[src/rtl/ext_trig_pkg.sv]
package ext_trig_pkg;

  // Field placement inside the configuration word
  localparam int CFG_W     = 16;
  localparam int POL_BIT   = 15;
  localparam int PSC_LSB   = 12;
  localparam int PSC_W     = 2;
  localparam int FLT_LSB   = 8;
  localparam int FLT_W     = 4;
  localparam int MAX_SHIFT = 5;
  localparam int NEED_W    = 4;

  typedef struct packed {
    logic             invert;
    logic [PSC_W-1:0] presc;
    logic [FLT_W-1:0] filt;
  } trig_cfg_t;

  typedef struct packed {
    logic              core_rate;
    logic [2:0]        shift;
    logic [NEED_W-1:0] need;
  } filt_sel_t;

  function automatic trig_cfg_t unpack_cfg(input logic [CFG_W-1:0] w);
    trig_cfg_t c;
    c.invert = w[POL_BIT];
    c.presc  = w[PSC_LSB +: PSC_W];
    c.filt   = w[FLT_LSB +: FLT_W];
    return c;
  endfunction

  // Sampling-rate selection and required agreeing-sample count per filter code
  function automatic filt_sel_t decode_filter(input logic [FLT_W-1:0] code);
    filt_sel_t s;
    s.core_rate = 1'b0;
    s.shift     = 3'd0;
    s.need      = 4'd1;
    case (code)
      4'd0:  begin s.need = 4'd1; end
      4'd1:  begin s.core_rate = 1'b1; s.need = 4'd2; end
      4'd2:  begin s.core_rate = 1'b1; s.need = 4'd4; end
      4'd3:  begin s.core_rate = 1'b1; s.need = 4'd8; end
      4'd4:  begin s.shift = 3'd1; s.need = 4'd6; end
      4'd5:  begin s.shift = 3'd1; s.need = 4'd8; end
      4'd6:  begin s.shift = 3'd2; s.need = 4'd6; end
      4'd7:  begin s.shift = 3'd2; s.need = 4'd8; end
      4'd8:  begin s.shift = 3'd3; s.need = 4'd6; end
      4'd9:  begin s.shift = 3'd3; s.need = 4'd8; end
      4'd10: begin s.shift = 3'd4; s.need = 4'd5; end
      4'd11: begin s.shift = 3'd4; s.need = 4'd6; end
      4'd12: begin s.shift = 3'd4; s.need = 4'd8; end
      4'd13: begin s.shift = 3'd5; s.need = 4'd5; end
      4'd14: begin s.shift = 3'd5; s.need = 4'd6; end
      default: begin s.shift = 3'd5; s.need = 4'd8; end
    endcase
    return s;
  endfunction

endpackage

[src/rtl/etc_sync_pol.sv]
module etc_sync_pol #(
  parameter int STAGES = 2
) (
  input  logic clk,
  input  logic rst,
  input  logic pin,
  input  logic invert,
  output logic active
);
  logic [STAGES-1:0] chain;

  generate
    for (genvar g = 0; g < STAGES; g++) begin : g_stage
      always_ff @(posedge clk) begin
        if (rst) chain[g] <= 1'b0;
        else if (g == 0) chain[g] <= pin;
        else chain[g] <= chain[(g == 0) ? 0 : g - 1];
      end
    end
  endgenerate

  always_ff @(posedge clk) begin
    if (rst) active <= 1'b0;
    else     active <= chain[STAGES-1] ^ invert;
  end
endmodule

[src/rtl/etc_sample_tick.sv]
module etc_sample_tick #(
  parameter int DTS_RATIO = 2,
  parameter int MAX_SHIFT = 5
) (
  input  logic       clk,
  input  logic       rst,
  input  logic       core_rate,
  input  logic [2:0] shift,
  output logic       tick
);
  localparam int MAX_PERIOD = DTS_RATIO << MAX_SHIFT;
  localparam int CNT_W      = $clog2(MAX_PERIOD + 1);

  logic [CNT_W-1:0] period;
  logic [CNT_W-1:0] cnt;

  always_comb begin
    if (core_rate) period = CNT_W'(1);
    else           period = CNT_W'(DTS_RATIO) << shift;
  end

  // Compare with >= so a shortened period takes effect at once
  assign tick = (cnt >= period - CNT_W'(1));

  always_ff @(posedge clk) begin
    if (rst)       cnt <= '0;
    else if (tick) cnt <= '0;
    else           cnt <= cnt + CNT_W'(1);
  end
endmodule

[src/rtl/etc_glitch_filter.sv]
module etc_glitch_filter
  import ext_trig_pkg::*;
#(
  parameter int CODE_W = FLT_W
) (
  input  logic              clk,
  input  logic              rst,
  input  logic [CODE_W-1:0] code,
  input  logic [NEED_W-1:0] need,
  input  logic              tick,
  input  logic              din,
  output logic              level,
  output logic              rise
);
  logic [NEED_W-1:0] agree;
  logic [CODE_W-1:0] code_d;

  always_ff @(posedge clk) begin
    if (rst) begin
      level  <= 1'b0;
      rise   <= 1'b0;
      agree  <= '0;
      code_d <= '0;
    end else begin
      rise   <= 1'b0;
      code_d <= code;
      if (code != code_d) begin
        agree <= '0;
      end else if (tick) begin
        if (din == level) begin
          agree <= '0;
        end else if (agree + NEED_W'(1) >= need) begin
          level <= din;
          rise  <= din;
          agree <= '0;
        end else begin
          agree <= agree + NEED_W'(1);
        end
      end
    end
  end
endmodule

[src/rtl/etc_edge_prescaler.sv]
module etc_edge_prescaler #(
  parameter int PSC_W = 2
) (
  input  logic             clk,
  input  logic             rst,
  input  logic [PSC_W-1:0] code,
  input  logic             rise,
  output logic             pulse
);
  localparam int CNT_W = (1 << PSC_W) - 1;

  logic [CNT_W-1:0] cnt;
  logic [CNT_W-1:0] last_idx;
  logic [PSC_W-1:0] code_d;

  assign last_idx = ~({CNT_W{1'b1}} << code);

  always_ff @(posedge clk) begin
    if (rst) begin
      cnt    <= '0;
      code_d <= '0;
      pulse  <= 1'b0;
    end else begin
      code_d <= code;
      pulse  <= 1'b0;
      if (code != code_d) begin
        cnt <= '0;
      end else if (rise) begin
        if (cnt == last_idx) begin
          cnt   <= '0;
          pulse <= 1'b1;
        end else begin
          cnt <= cnt + CNT_W'(1);
        end
      end
    end
  end
endmodule

[src/rtl/ext_trig_conditioner.sv]
module ext_trig_conditioner
  import ext_trig_pkg::*;
#(
  parameter int DTS_RATIO   = 2,
  parameter int SYNC_STAGES = 2
) (
  input  logic             clk,
  input  logic             rst,
  input  logic             trig_pin,
  input  logic [CFG_W-1:0] cfg_word,
  output logic             trig_level,
  output logic             trig_pulse
);
  trig_cfg_t cfg;
  filt_sel_t sel;
  logic      pol_s;
  logic      tick_s;
  logic      rise_s;

  assign cfg = unpack_cfg(cfg_word);
  assign sel = decode_filter(cfg.filt);

  etc_sync_pol #(.STAGES(SYNC_STAGES)) u_sync (
    .clk(clk), .rst(rst), .pin(trig_pin), .invert(cfg.invert), .active(pol_s)
  );

  etc_sample_tick #(.DTS_RATIO(DTS_RATIO), .MAX_SHIFT(MAX_SHIFT)) u_tick (
    .clk(clk), .rst(rst), .core_rate(sel.core_rate), .shift(sel.shift), .tick(tick_s)
  );

  etc_glitch_filter #(.CODE_W(FLT_W)) u_filt (
    .clk(clk), .rst(rst), .code(cfg.filt), .need(sel.need), .tick(tick_s),
    .din(pol_s), .level(trig_level), .rise(rise_s)
  );

  etc_edge_prescaler #(.PSC_W(PSC_W)) u_psc (
    .clk(clk), .rst(rst), .code(cfg.presc), .rise(rise_s), .pulse(trig_pulse)
  );
endmodule

[config.mk]
export PLATFORM = sky130hd
export DESIGN_NAME = ext_trig_conditioner
export DESIGN_NICKNAME = d
export VERILOG_FILES = /design/src/rtl/ext_trig_pkg.sv /design/src/rtl/etc_sync_pol.sv /design/src/rtl/etc_sample_tick.sv /design/src/rtl/etc_glitch_filter.sv /design/src/rtl/etc_edge_prescaler.sv /design/src/rtl/ext_trig_conditioner.sv
export SDC_FILE = /design/constraint.sdc
export NUM_CORES = 1
export LEC_CHECK = 0
export ABC_AREA = 1
export BUFFER_PORTS_ARGS = -buffer_cell sky130_fd_sc_hd__buf_2
export CAP_MARGIN = 25
export CORE_MARGIN = 2
export CORE_UTILIZATION = 50
export CTS_CLUSTER_DIAMETER = 30
export DETAILED_ROUTE_END_ITERATION = 12
export PLACE_DENSITY = 0.71
export SLEW_MARGIN = 15
export SYNTH_ARGS = -nofsm -noshare
export SYNTH_HDL_FRONTEND = slang
export SYNTH_SLANG_ARGS = --single-unit
[constraint.sdc]
create_clock -name clk -period 2.01 [get_ports clk]
set_input_delay 0 -clock clk [delete_from_list [all_inputs] [get_ports clk]]
set_output_delay 0 -clock clk [all_outputs]
set_load 0.01 [all_outputs]
# [Word level (Yosys, flattened, before mapping)]
# Cells that the tools add are included.
[word_totals] output_inout_bits=2 latchBits=0 ramBits=0 regBits=26 inputBits=19 memories=0 rom_bits=0
[op_classes] div_mod_pow=0 bitwise_logic=7 n_mux=8 n_reduce_logical=15 n_lt_le_gt_ge=2 n_addsub=4 n_shift=2 eq_ne=18 multipliers=0
[ops] op="== test 4 bit, second input constant" count=7
[ops] op="case mux 4 bit (5 select lines)" count=1
[ops] op="== test 4 x 3 -> 1 bit, second input constant" count=4
[ops] op="case mux 3 bit (5 select lines)" count=1
[ops] op="OR reduction 2 bit" count=7
[ops] op="OR reduction 5 bit" count=2
[ops] op="OR reduction 3 bit" count=3
[ops] op="== test 4 x 2 -> 1 bit, second input constant" count=2
[ops] op="two-way mux 4 bit" count=2
[ops] op="adder 7 x 1 -> 7 bit, second input constant" count=1
[ops] op="greater-or-equal comparator 7 bit" count=1
[ops] op="two-way mux 7 bit" count=1
[ops] op="left shift 2 x 3 -> 7 bit, first input constant" count=1
[ops] op="subtractor 7 x 1 -> 7 bit, second input constant" count=1
[ops] op="NOT 1 bit" count=5
[ops] op="adder 4 x 1 -> 4 bit, second input constant" count=1
[ops] op="== test 4 x 1 -> 1 bit, second input constant" count=1
[ops] op="greater-or-equal comparator 4 bit" count=1
[ops] op="zero test 4 bit" count=1
[ops] op="!= test 4 bit" count=1
[ops] op="AND reduction 4 bit" count=1
[ops] op="OR reduction 4 bit" count=1
[ops] op="adder 3 x 1 -> 3 bit, second input constant" count=1
[ops] op="== test 3 bit" count=1
[ops] op="other kinds (7)" count=8

# [Longest topological paths before layout]
# Gate-level depths: netlist of the first run.
[depth] word_depth=9 depth_mapped=18 mapped_depth_nobuf=17

# [Hierarchy]
# A second synthesis of the first run with hierarchy kept.
[hier_totals] hier_cells=239 area_unflattened_um2=1651.6
[modules_own_cells] module="etc_glitch_filter" seq_area_each_um2=200.2 area_per_inst_um2=578.1 n_inst=1 cells_per_inst=81
[modules_own_cells] module="etc_sample_tick" seq_area_each_um2=140.1 area_per_inst_um2=525.5 n_inst=1 cells_per_inst=73
[modules_own_cells] module="etc_edge_prescaler" seq_area_each_um2=120.1 area_per_inst_um2=290.3 n_inst=1 cells_per_inst=40
[modules_own_cells] module="ext_trig_conditioner" seq_area_each_um2=0.0 area_per_inst_um2=161.4 n_inst=1 cells_per_inst=33
[modules_own_cells] module="etc_sync_pol" seq_area_each_um2=60.1 area_per_inst_um2=96.3 n_inst=1 cells_per_inst=12

# [Least setup slack after synthesis of the first run]
# Ideal clock, no wire load.
[synth_path] kind="register to register" startpoint="reg u_filt.agree[0]" endpoint="reg u_filt.level" synth_period_minus_slack_ps=1676 setup_slack_ps=334 stages_incl_launch_ff=12 t_required_ps=1896 arrival_time_ps=1562 cell_sequence="dfxtp_1 > ha_1 > xor2_1 > ha_1 > nand2_1 > inv_1 > nand3_1 > inv_1 > nor2_1 > nor2_2 > nand3b_1 > nand2_1"
[synth_via] elab_chain_cells=3
[synth_lines] element="start: declaration" line="etc_glitch_filter.sv:15" text="logic [NEED_W-1:0] agree;"
[synth_lines] element="start signal: assignment" line="etc_glitch_filter.sv:37" text="agree <= agree + NEED_W'(1);"
[synth_lines] element="adder 4 x 1 -> 4 bit" line="etc_glitch_filter.sv:32" text="end else if (agree + NEED_W'(1) >= need) begin"
[synth_lines] element="greater-or-equal comparator 4 bit" line="etc_glitch_filter.sv:32"
[synth_lines] element="AND reduction 4 bit (no line)"
[synth_lines] element="end signal: assignment" line="etc_glitch_filter.sv:33" text="level <= din;"
[synth_lines] element="end: declaration" line="etc_glitch_filter.sv:12" text="output logic level,"
# Every way passes these cells.
# A chain may end at the register's enable or synchronous reset.

# [Worst setup path in the final report of the first run]
[layout_path] startpoint="reg u_filt.agree[2]" endpoint="reg u_filt.agree[0]"
[layout_via] elab_chain_cells=4
[layout_lines] element="adder 4 x 1 -> 4 bit" line="etc_glitch_filter.sv:32"
[layout_lines] element="greater-or-equal comparator 4 bit" line="etc_glitch_filter.sv:32"
[layout_lines] element="two-way mux 4 bit" line="etc_glitch_filter.sv:32"
[layout_lines] element="two-way mux 4 bit" line="etc_glitch_filter.sv:30" text="if (din == level) begin"
# Every way passes these cells.

==> results of run 1 <==
-- layout by cell type (no fill, tap or decap) --
cell           netlist  layout
nor2_1              43      43
nand2_1             36      36
inv_1               34      34
dfxtp_1             26      25
dlygate4sd3_1        0      15
ha_1                14      14
buf_2                0      11
nand3_1             10      10
xor2_1              10       9
nand4_1              6       6
xnor2_1              6       6
a21oi_1              5       5
o21ai_0              4       4
clkbuf_4             0       3
nor3_1               2       2
o211ai_1             2       2
nor2_2               2       2
buf_4                0       2
inv_2                1       1
xor2_2               0       1
a31oi_1              1       1
a21oi_2              1       1
nand2_2              1       1
mux2i_1              1       1
or2_2                1       1
nand3b_1             1       1
conb_1               1       1
bufinv_16            0       1
dfxtp_2              0       1
-- final timing paths --
check / end / slack (ns) / cells past startpoint
setup / recovery: u_filt.agree[0] / 0.18 / 9
hold / removal: u_filt.agree[0] / 0.28 / 7
setup reg to reg: u_filt.agree[0] / 0.18 / 9
hold reg to reg: u_sync.chain[1] / 0.42 / 2
-- worst register-to-register path: cells and delay by family, from the launching register on --
family / cells / cell delay (ns)
compound gates: 2 / 0.42
fa+ha+maj: 1 / 0.31
flops: 1 / 0.46
simple gates: 6 / 0.57
-- stage by stage --
| step | hold slack [ns] | utilization | instance area, sq um |
|---|---|---|---|
| 3_5_place_dp | 0.2085 | 0.5674 | 1592 |
| 5_1_grt | 0.3281 | 0.6427 | 1803 |
| 6_report | 0.2790 | 0.6427 | 1803 |
| 3_3_place_gp | 0.2003 | 0.5674 | 1592 |
| 2_1_floorplan | 0.1070 | - | 1509 |
| 4_1_cts | 0.2634 | 0.6396 | 1794 |
-- logic make-up after synthesis --
logic type,count (synthesis),share of synthesized area
flip-flops,26,0.3449
XOR/XNOR,16,0.09287
multiplexers,1,0.006634
other,1,0.002485
AO/OA/AOI/OAI,13,0.04975
adder cells (fa/ha/maj),14,0.1161
buffers and inverters,38,0.1045
AND/OR/NAND/NOR,102,0.2828
-- cell type report --
type / instances / area (sq um)
fill: 266 / 1002
multi-input combinational: 147 / 838.3
timing repair buffer: 28 / 220.2
inverter: 35 / 131.4
clock inverter: 1 / 30.03
tap: 31 / 38.79
sequential: 26 / 521.8
clock buffer: 3 / 22.52
-- sequential cells by signal, indices dropped and copies added, names as in the netlist --
signal,count
u_tick.cnt,7
u_filt.agree,4
u_filt.code_d,4
u_psc.cnt,3
u_psc.code_d,2
u_sync.chain,2
u_filt.level,1
u_filt.rise,1
u_psc.pulse,1
u_sync.active,1
-- routing by layer --
layer | up-vias | wire (um)
met5 | - | 0
met4 | 0 | 19
met3 | 2 | 74
met2 | 19 | 1210
met1 | 557 | 1305
li1 | 711 | -
-- what timing repair did --
action	CTS	global route
setup buffers	0	0
hold buffers	15	0
hold endpoints to repair	8	0
resized for setup	0	2
endpoints found under the setup margin	0	5
-- power by group through the flow --
stage	clock network (W)	registers, W	logic, W
finish	0.000348	0.000541	0.000153
floorplan	0	0.000551	0.0000984
CTS	0.000362	0.000541	0.000153
global route	0.000379	0.000544	0.000180
detailed placement	0	0.000553	0.000130
global placement	0	0.000553	0.000127
==> flow_metrics.tcl, run 1 <==
set metrics [dict create \
    status "complete, but fails checks" \
    violations "design-rule violations" \
    nNetsFinal 274 \
    ioPinCount 21 \
    yosys.cell_count.top_type "nor2_1" \
    cts_root_buf "clkbuf_4" \
    h-tree-depth 1 \
    fmax_mhz 546.1 \
    max_stage_delay_ns 0.46 \
    cell_internal_pwr_w 0.0008040 \
    synth_largest_area_cell "dfxtp_1" \
    leakage_nw 0.8898 \
    overflow 0 \
    crit_chain "nand3_1 -> nand2_1 -> nand2_1 -> ha_1 -> a21oi_1 -> nand2_1 -> nor2_1 -> nand3_1 -> a21oi_1" \
    tns_ns 0 \
    syn_area_per_cell_sq_um 7.151 \
    combPwrFrac 0.147 \
    cts_tree "built" \
    synth_seq_cells 26 \
    insertion_delay_ns 0.31 \
    io_buffers 11 \
    grt_first_pass_wirelength_mm 4.864 \
    pwr-share-seq 0.519 \
    final_cells 271 \
    drc 2 \
    place_inst 252 \
    synth_commonest_cells "nor2_1 (43), nand2_1 (36), inv_1 (34)" \
    clkTransAtPathRegs_ns 0.14 \
    path_buf_inv 0 \
    syn-num-nets 244 \
    crit_top_cell "nand2_1" \
    async_flop_share 0 \
    grt_pass1_vias 1236 \
    use_met2 0.3063 \
    busiest_layer "met2" \
    arrival_ns 2.08 \
    viasPerCell 4.756 \
    vias 1289 \
    cp_max_fo 4 \
    min_period_ns 1.831 \
    cts_buffers 3 \
    finalCritPeriodShare 0.9111 \
    cts.sinks 26 \
    pwr-share-clk 0.334 \
    synth_flop_cell "dfxtp_1" \
    dp_hpwl_mm 1.925 \
    start_kind "flip-flop" \
    met3_usage 0.02198 \
    die_area_sq_mm 0.003473 \
    core_sq_mm 0.002805 \
    grt_usage 0.1807 \
    cp.required_ns 2.26 \
    postRouteAntennaNets 0 \
    p_per_area_mw_per_mm2 578.5 \
    switchingPower_w 0.0002390 \
    ys_seq_area_frac 0.3449 \
    peakVddDrop_mv 0.4109 \
    gp_congestion 0.7946 \
    use_met1 0.2301 \
    first_pass_iters 9 \
    syn-cell-area_sq_mm 0.001509 \
    finalClockSkew_ns 0.008035 \
    post-place-ws_ns 0.1076 \
    grt_max_degree 16 \
    hp-start "cfg_word[8]" \
    rsz0062_at_grt "false" \
    start_util 0.5379 \
    antenna_found_initial 0 \
    crit_family "simple AND/OR/NAND/NOR gates" \
    hp-class "in2reg" \
    die_x_um 58.94 \
    area_growth_syn_to_layout_pct 19.49 \
    synthTopCellsByArea "dfxtp_1 (34%), ha_1 (12%), nor2_1 (11%)" \
    finalPower_w 0.001043 \
    slew_violations 0 \
    rr_startpoint "u_filt.agree[2]" \
    finalSetupViolCount 0 \
    synth-edff-count 0 \
    synth_cell_types 24 \
    antenna_cells 0 \
    wirelength_mm 2.609 \
    max-cap-violations 0 \
    dieHeight_um 58.94 \
    switching_share 0.2291 \
    wl_per_cell_um 9.627 \
    syn_inst 211 \
    crit_type "reg2reg" \
    clk_path_buf_depth 2 \
    rows 19 \
    endpoint_kind "flip-flop" \
    yosysWarningCount 0 \
    hold_viol 0 \
    worst_slack_ns 0.1787 \
    synth_top_area_share 0.3449 \
    drt-initial-drc-count 71 \
    drive_above_1_share 0.1042 \
    cpMaxStageDelayCell "dfxtp_1" \
    cp-startpoint "u_filt.agree[2]" \
]
No activity file was read; power rests on OpenSTA's default activity.
==> run 2, diff against run 1 <==
ABC_AREA = not set   (was 1)
==> flow_metrics.tcl, run 2 <==
set metrics [dict create \
    drive_above_1_share 0.1705 \
    cts_root_buf "clkbuf_4" \
    endpoint_kind "flip-flop" \
    die_area_sq_mm 0.003336 \
    synthTopCellsByArea "dfxtp_1 (36%), ha_1 (12%), xor2_1 (7.3%)" \
    cts_buffers 3 \
    antenna_found_initial 0 \
    wirelength_mm 2.438 \
    grt_usage 0.1700 \
    seqCellArea_sq_um 524.3 \
    wl_per_cell_um 11.78 \
    insertion_delay_ns 0.31 \
    dp_hpwl_mm 1.895 \
    viasPerCell 5.454 \
    slew_violations 0 \
    synth_seq_cells 26 \
    synth_cell_types 38 \
    final_area_sq_mm 0.001660 \
    drc 0 \
    finalSetupViolCount 0 \
    hp-class "in2reg" \
    syn_inst 159 \
    core_sq_mm 0.002758 \
    cts.sinks 26 \
    async_flop_share 0 \
    finalClockSkew_ns 0.002360 \
    overflow 0 \
    crit_type "reg2reg" \
    cp_max_fo 4 \
    path_buf_inv 0 \
    h-tree-depth 1 \
    cts_setup_buffers 0 \
    max-cap-violations 0 \
    synth-edff-count 0 \
    cts_tree "built" \
    leakage_nw 0.7139 \
    clkTransAtPathRegs_ns 0.13 \
    final_cells 207 \
    start_kind "flip-flop" \
    fillers 247 \
    reg_top3 "u_tick.cnt: 7 flops, u_filt.agree: 4 flops, u_filt.code_d: 4 flops" \
    fmax_mhz 518.7 \
    place_inst 198 \
    clk_path_buf_depth 2 \
    grt_max_degree 16 \
    nNetsFinal 210 \
    syn-cell-area_sq_mm 0.001445 \
    hold_viol 0 \
    synth_commonest_cells "dfxtp_1 (26), nor2_1 (21), ha_1 (14)" \
    finalCritPeriodShare 0.9592 \
    syn-num-nets 192 \
    regMostFlops "u_tick.cnt" \
    dieHeight_um 57.76 \
    synth_largest_area_cell "dfxtp_1" \
    dpl_cell_area_sq_mm 0.001530 \
    rsz0062_at_grt "false" \
    vias 1129 \
    multiInputGateArea_sq_um 890.9 \
    first_pass_iters 4 \
    start_util 0.5240 \
    peakVddDrop_mv 0.5864 \
    max_stage_delay_ns 0.38 \
    die_x_um 57.76 \
    drt-initial-drc-count 28 \
    rows 19 \
    min_period_ns 1.928 \
    area_growth_syn_to_layout_pct 14.89 \
    gp_congestion 0.6982 \
    io_buffers 11 \
    grt_pass1_vias 1111 \
    yosys.cell_count.top_type "dfxtp_1" \
    syn_area_per_cell_sq_um 9.089 \
    crit_chain "ha_4 -> xor2_1 -> ha_2 -> o21ai_0 -> o211ai_1 -> nor2_1 -> a32o_1" \
    final_common_cell "dfxtp_1" \
    cp.required_ns 2.23 \
    p_per_area_mw_per_mm2 617.7 \
    largest_reg_flops 7 \
    arrival_ns 2.15 \
    status "finished clean" \
    antenna_cells 0 \
    synth_flop_cell "dfxtp_1" \
    postRouteAntennaNets 0 \
    cpMaxStageDelayCell "o211ai_1" \
    grt_first_pass_wirelength_mm 4.498 \
    ioPinCount 21 \
    layout_common_cells "dfxtp_1 (23), nor2_1 (21), xor2_1 (12), ha_1 (12), buf_2 (11)" \
    crit_family "compound AO/OA/AOI/OAI gates" \
    synth_top_area_share 0.3602 \
    yosysWarningCount 0 \
    ys_seq_area_frac 0.3602 \
]
-- run 2: repair_timing --
action / in CTS / in global routing
gates resized for setup: 0 / 8
hold buffers: 5 / 0
setup endpoints to repair: 0 / 12
hold endpoints to repair: 6 / 0
-- run 2: worst reg2reg max path, cell delays in order (launching register included) --
cell	delay, ns
dfxtp_2	0.37
ha_4	0.17
xor2_1	0.15
ha_2	0.31
o21ai_0	0.08
o211ai_1	0.38
nor2_1	0.14
a32o_1	0.24
-- run 2: cells by family (layout without fill, tap and decap cells) --
kind of cell	after synthesis	count (layout)	share of synthesized area
AOI/OAI and AO/OA	28	28	0.1273
DFF	26	26	0.3602
xor gates and xnor gates	18	18	0.1091
buffers and inverters	13	30	0.03982
adders and majority gates	14	14	0.1212
other	1	1	0.002595
and+or+nand+nor	57	57	0.2260
muxes	2	2	0.01385
-- run 2: layout make-up --
cell class | count | area share
sequential | 26 | 0.3158
timing repair buffer | 19 | 0.07686
inverter | 7 | 0.01583
multi-input combinational | 120 | 0.5365
clock buffer | 3 | 0.01356
clock inverter | 1 | 0.01809
tap | 31 | 0.02336
-- run 2: worst paths after layout --
path                        start                to  slack (ns)  depth (start not counted)
setup / recovery  u_filt.agree[1]   u_filt.agree[1]        0.08                          7
hold / removal        cfg_word[8]  u_filt.code_d[0]        0.02                          3
hold reg to reg   u_sync.chain[0]   u_sync.chain[1]        0.45                          1
setup reg to reg  u_filt.agree[1]   u_filt.agree[1]        0.08                          7
-- run 2: power breakdown --
group | internal, W | total, W | switching, W
Clock | 0.000202 | 0.000349 | 0.000148
Sequential | 0.000531 | 0.000541 | 0.00000938
Combinational | 0.0000623 | 0.000136 | 0.0000733
Total | 0.000795 | 0.00103 | 0.000230
-- run 2: per-layer routing --
metal / vias up / track usage / wire, um
met1: 534 / 0.1864 / 1067
met2: 10 / 0.3295 / 1284
met5: - / 0 / 0
met4: 0 / 0.03322 / 12
li1: 583 / - / -
met3: 2 / 0.04018 / 74
-- run 2: through the flow --
| step | hold WS (ns) | utilization | setup TNS (ns) | worst slack [ns] | power, W |
|---|---|---|---|---|---|
| after detailed placement | 0.2235 | 0.5549 | -0.01451 | -0.01187 | 0.0006802 |
| after global placement | 0.2131 | 0.5549 | 0 | 0.1021 | 0.0006728 |
| after floorplan | 0.1282 | - | 0 | 0.1851 | 0.0006480 |
| final | 0.02333 | 0.6021 | 0 | 0.08206 | 0.001026 |
| after global routing | 0.01955 | 0.6021 | 0 | 0.001119 | 0.001088 |
| after CTS | 0.007639 | 0.5921 | 0 | 0.02517 | 0.001041 |
